--- config.mk ---
export PLATFORM = sky130hd
export DESIGN_NAME = divcfg_loader
export DESIGN_NICKNAME = d
export VERILOG_FILES = /design/src/rtl/divcfg_loader.sv
export SDC_FILE = /design/constraint.sdc
export NUM_CORES = 1
export LEC_CHECK = 0
export BUFFER_PORTS_ARGS = -buffer_cell sky130_fd_sc_hd__buf_4
export CAP_MARGIN = 30
export CORE_UTILIZATION = 30
export DETAILED_ROUTE_END_ITERATION = 8
export MAX_ROUTING_LAYER = met4
export PLACE_DENSITY = 0.55
export SLEW_MARGIN = 20
export SYNTH_ARGS = -nofsm -noshare
export SYNTH_HDL_FRONTEND = slang
export SYNTH_SLANG_ARGS = --single-unit
--- constraint.sdc ---
create_clock -name clk -period 3.2 [get_ports clk]
set_input_delay 0.64 -clock clk [delete_from_list [all_inputs] [get_ports clk]]
set_output_delay 0.64 -clock clk [all_outputs]
set_load 0.01 [all_outputs]
--- src/rtl/divcfg_loader.sv ---
module divcfg_loader #(
  parameter int MW    = 9,
  parameter int NW    = 2,
  parameter int TW    = 3,
  parameter int M_MIN = 125,
  parameter int M_MAX = 350,
  parameter int M_RST = 200,
  parameter int N_RST = 0
) (
  input  logic          clk,
  input  logic          rst_n,
  input  logic          pload_n,
  input  logic [MW-1:0] m_pin,
  input  logic [NW-1:0] n_pin,
  input  logic          sclk,
  input  logic          sdata,
  input  logic          sload,
  output logic [MW-1:0] m_div,
  output logic [NW-1:0] n_div,
  output logic [TW-1:0] test_sel,
  output logic          sout,
  output logic          m_range_err
);
  localparam int FW = MW + NW + TW;
  localparam logic [MW-1:0] M_LO  = M_MIN[MW-1:0];
  localparam logic [MW-1:0] M_HI  = M_MAX[MW-1:0];
  localparam logic [MW-1:0] M_DEF = M_RST[MW-1:0];
  localparam logic [NW-1:0] N_DEF = N_RST[NW-1:0];

  logic [FW-1:0] shreg;
  logic [MW-1:0] m_hold;
  logic [NW-1:0] n_hold;
  logic [TW-1:0] t_reg;
  logic          sclk_q, sload_q, par_mode;

  wire shift_en  = pload_n & sclk & ~sclk_q;
  wire latch_en  = pload_n & sload_q & ~sload;

  always_ff @(posedge clk or negedge rst_n) begin
    if (!rst_n) begin
      sclk_q   <= 1'b0;
      sload_q  <= 1'b0;
      shreg    <= '0;
      m_hold   <= M_DEF;
      n_hold   <= N_DEF;
      t_reg    <= '0;
      par_mode <= 1'b0;
    end else begin
      sclk_q  <= sclk;
      sload_q <= sload;
      if (shift_en)
        shreg <= {shreg[FW-2:0], sdata};
      if (!pload_n) begin
        m_hold   <= m_pin;
        n_hold   <= n_pin;
        par_mode <= 1'b1;
      end else if (latch_en) begin
        m_hold   <= shreg[MW-1:0];
        n_hold   <= shreg[MW+NW-1:MW];
        t_reg    <= shreg[FW-1:MW+NW];
        par_mode <= 1'b0;
      end
    end
  end

  assign m_div = !pload_n ? m_pin : (sload_q ? shreg[MW-1:0]       : m_hold);
  assign n_div = !pload_n ? n_pin : (sload_q ? shreg[MW+NW-1:MW]   : n_hold);
  assign test_sel    = (!pload_n || par_mode) ? '0 : t_reg;
  assign sout        = shreg[FW-1];
  assign m_range_err = (m_div < M_LO) || (m_div > M_HI);

  AST_SHIFT_IN: assert property (@(posedge clk) disable iff (!rst_n)
    $past(pload_n && sclk && !sclk_q) |-> shreg == {$past(shreg[FW-2:0]), $past(sdata)});

  AST_HOLD_STABLE: assert property (@(posedge clk) disable iff (!rst_n)
    (pload_n && $past(pload_n) && !sload_q && !$past(sload_q))
      |-> ($stable(m_div) && $stable(n_div)));

  AST_LATCH_WORD: assert property (@(posedge clk) disable iff (!rst_n)
    (pload_n && $past(pload_n) && $fell(sload_q))
      |-> (m_div == $past(shreg[MW-1:0]) && n_div == $past(shreg[MW+NW-1:MW])));

  AST_LATCH_TEST: assert property (@(posedge clk) disable iff (!rst_n)
    (pload_n && $past(pload_n) && $fell(sload_q))
      |-> test_sel == $past(shreg[FW-1:FW-TW]));

  AST_PAR_FREEZE: assert property (@(posedge clk) disable iff (!rst_n)
    !$past(pload_n) |-> $stable(shreg));
endmodule

==> summary.txt <==
Logic synthesis
  • Seq cells post-synth: 31
  • Ys async rst share: 100.0%
  • Sequential fraction of the synthesis area: between 50% and 60%
  • Post-synth top cells: 28 x dfrtp_1, 26 x nand2_1, 17 x mux2_2
  • Synth Warn #: 0
  • Syn Area/Cell: ~11 sq um
  • Largest cells by area after synthesis: dfrtp_1 46%, mux2_2 13%, mux2i_1 7.2%
  • Syn Inst Count: approximately 140
  • Synthesized area: 0.001526 sq mm
  • Top_reg_cell synth: dfrtp_1
  • Synth top area share: 45.90%
  • Synth cell types: 25
  • Most frequent cell after synthesis: dfrtp_1
  • Area leader, netlist: dfrtp_1
  • Mapped Nets: 160
  • Post-synth EDFFs: 0

STA
  • RSZ-0062 raised after global routing: false
  • Final setup TNS: 0 ns
  • Worst Clk Skew: 0.005308 ns
  • Rel. slew slack: 50.11%
  • Worst Tran Pin Value: 0.7461 ns
  • Worst hold slack: between 0.2 and 0.3 ns
  • Hold Violations, Final: 0
  • Final Max Slew Viols: 0
  • Tmin final: between 2 and 3 ns
  • Final period util: 87.20%
  • Finish-stage setup viols: 0
  • Fmax: between 300 and 400 MHz

Critical path
  • Buf/Inv on CP: 2
  • Setup slack, reg-to-reg: 1.52 ns
  • Worst path required time: approximately 2.6 ns
  • Setup CP Type: reg -> out
  • CP max FO: 8
  • CP max stage cell: dfrtp_1
  • Crit-path cells: buf_4 > mux2i_1 > a21oi_1 > and4_1 > a311oi_1 > a211o_1 > buf_4
  • CP max stage delay: 0.53 ns
  • R2R Path Start: sload_q$_DFF_PN0_
  • Crit start category: register
  • CP dominant cell by count: buf_4
  • Critical R2R Capture: t_reg[2]$_DFFE_PN0P_
  • Critical Path Start: sload_q$_DFF_PN0_
  • Worst path depth: 7
  • Worst Reg2Reg Path Length in Cells: 5
  • CP endpoint kind: primary output
  • Critical Path AT: about 2.2 ns
  • Worst setup endpoint: m_range_err
  • CP delay by family, top: flip-flops

Min path
  • Min-Delay Path Class: in -> async

Layout
  • Non-filler cells, final: between 200 and 250
  • # nets final: about 190
  • FILL cells: 500
  • Area growth syn-to-layout: 25.41%
  • ANT cells: 0
  • Largest register FFs: 14
  • Layout cells sized above 1: 36.93%

CTS
  • CTS clk-pin slew, worst paths: 0.07 ns
  • Resize count post-CTS: 0
  • Root Driver: clkbuf_8
  • Worst skew pair latency: 0.28 ns
  • CTS tree: done
  • Hold bufs inserted after CTS: 0
  • TritonCTS Buffers: 5
  • Setup repair bufs after CTS: 0
  • Clock Path Buffers: 2
  • # clock sinks: 31
  • Depth of the CTS H-tree: 2

Drt
  • Initial DRT Pass Iterations: 5
  • Final ANT Viol Nets: 0
  • Detailed-route wire length: roughly 3.2 mm
  • Initial DRC count: 50
  • WL/cell: 13.10 um
  • Vias per std cell: 4.798
  • Vias: 1,166
  • Remaining DRCs: 0

Floorplan
  • Starting Density: 31.69%
  • I/O pin cnt: 33
  • Die area: 0.005377 sq mm
  • Chip Height: between 70 and 80 um
  • Row count: 25
  • Die Span X: 73.33 um
  • Core area: 0.004817 sq mm

Place
  • GPL Wtd Cong: between 0.7 and 0.8
  • Dpl hpwl: 2.294 mm
  • I/O Buffers: 32
  • Placed insts: 235

Run status
  • Status: complete, no violations

GRT
  • First-pass GRT wire length: 5.299 mm
  • Vias in the first global route: 1,130
  • Pin count of the biggest net entering global routing: 38
  • Gr usage total: a little over an eighth
  • Initial antenna violation count: 0
  • Congestion Overflow GR: 0

Run
  • Max cap viols: 0

Pwr
  • Worst VDD drop: 0.1856 mV
  • Leakage: around 0.9 nW
  • PwrDens: 612.3 mW/mm^2
## layer usage
metal  part of all wire, %  up-vias  routed length [um]  global-route usage [%]
met5                     0        -                   0                       -
met4                   1.7        0                  55                   5.342
met3                   3.8        7                 120                   4.115
met2                    51       21                1623                   22.53
met1                    43      577                1383                   15.63
li1                      -      561                   -                       -
## where the power goes
group	internal [W]	total, W	switching, W
sequential	0.000466	0.000531	0.0000645
clock	0.000252	0.000393	0.000142
combinational	0.000133	0.000248	0.000115
total	0.000851	0.00117	0.000321
## layout by cell type (no fill, tap or decap), types with 2 or more instances in the layout
cell type,netlist,final
and2_1,3,3
clkbuf_8,0,6
dfrtp_1,28,28
mux2i_1,11,11
a31oi_1,11,11
dfstp_2,3,3
nand2_1,26,26
mux2_2,17,17
buf_4,2,34
nor2_1,12,12
nor2b_1,2,2
a21o_1,2,2
inv_1,3,3
a21oi_2,3,3
a21oi_1,7,7
## stage by stage
step                      worst slack (ns)  total power [W]  instance area, sq um  utilization, %
after floorplan                     0.8135        0.0006847                  1526               -
after global placement              0.6011        0.0007783                  1797           37.30
after detailed placement            0.5552        0.0007882                  1797           37.30
after CTS                           0.4014         0.001182                  1914           39.74
after global routing                0.2173         0.001236                  1914           39.74
final                               0.4095         0.001172                  1914           39.74
## final cells by class
cell class                 instances  area, sq um  share of cell area [%]
sequential                        31        779.5                   40.72
multi-input combinational        100        666.9                   34.84
clock inverter                     2        35.03                   1.830
timing repair buffer              34        255.2                   13.33
clock buffer                       6        82.58                   4.314
inverter                           3        11.26                  0.5882
tap                               67        83.83                   4.379
## worst min-delay path by stage
stage	slack, ns	endpoint	depth (start not counted)	startpoint
2_1_floorplan	0.34	m_hold[0]$_DFFE_PN0P_	0	rst_n
3_3_place_gp	0.46	par_mode$_DFFE_PN0P_	2	par_mode$_DFFE_PN0P_
3_5_place_dp	0.48	par_mode$_DFFE_PN0P_	2	par_mode$_DFFE_PN0P_
4_1_cts	0.29	shreg[12]$_DFFE_PN0P_	1	rst_n
5_1_grt	0.30	shreg[12]$_DFFE_PN0P_	1	rst_n
6_report	0.28	shreg[12]$_DFFE_PN0P_	1	rst_n
## cells by family after synthesis
family	share of synthesized area (%)
mux	19.75
simple gates	13.28
flops	51.07
buf+inv	5.245
compound gates	10.66
Note: power is estimated with default switching activity, not from simulation.
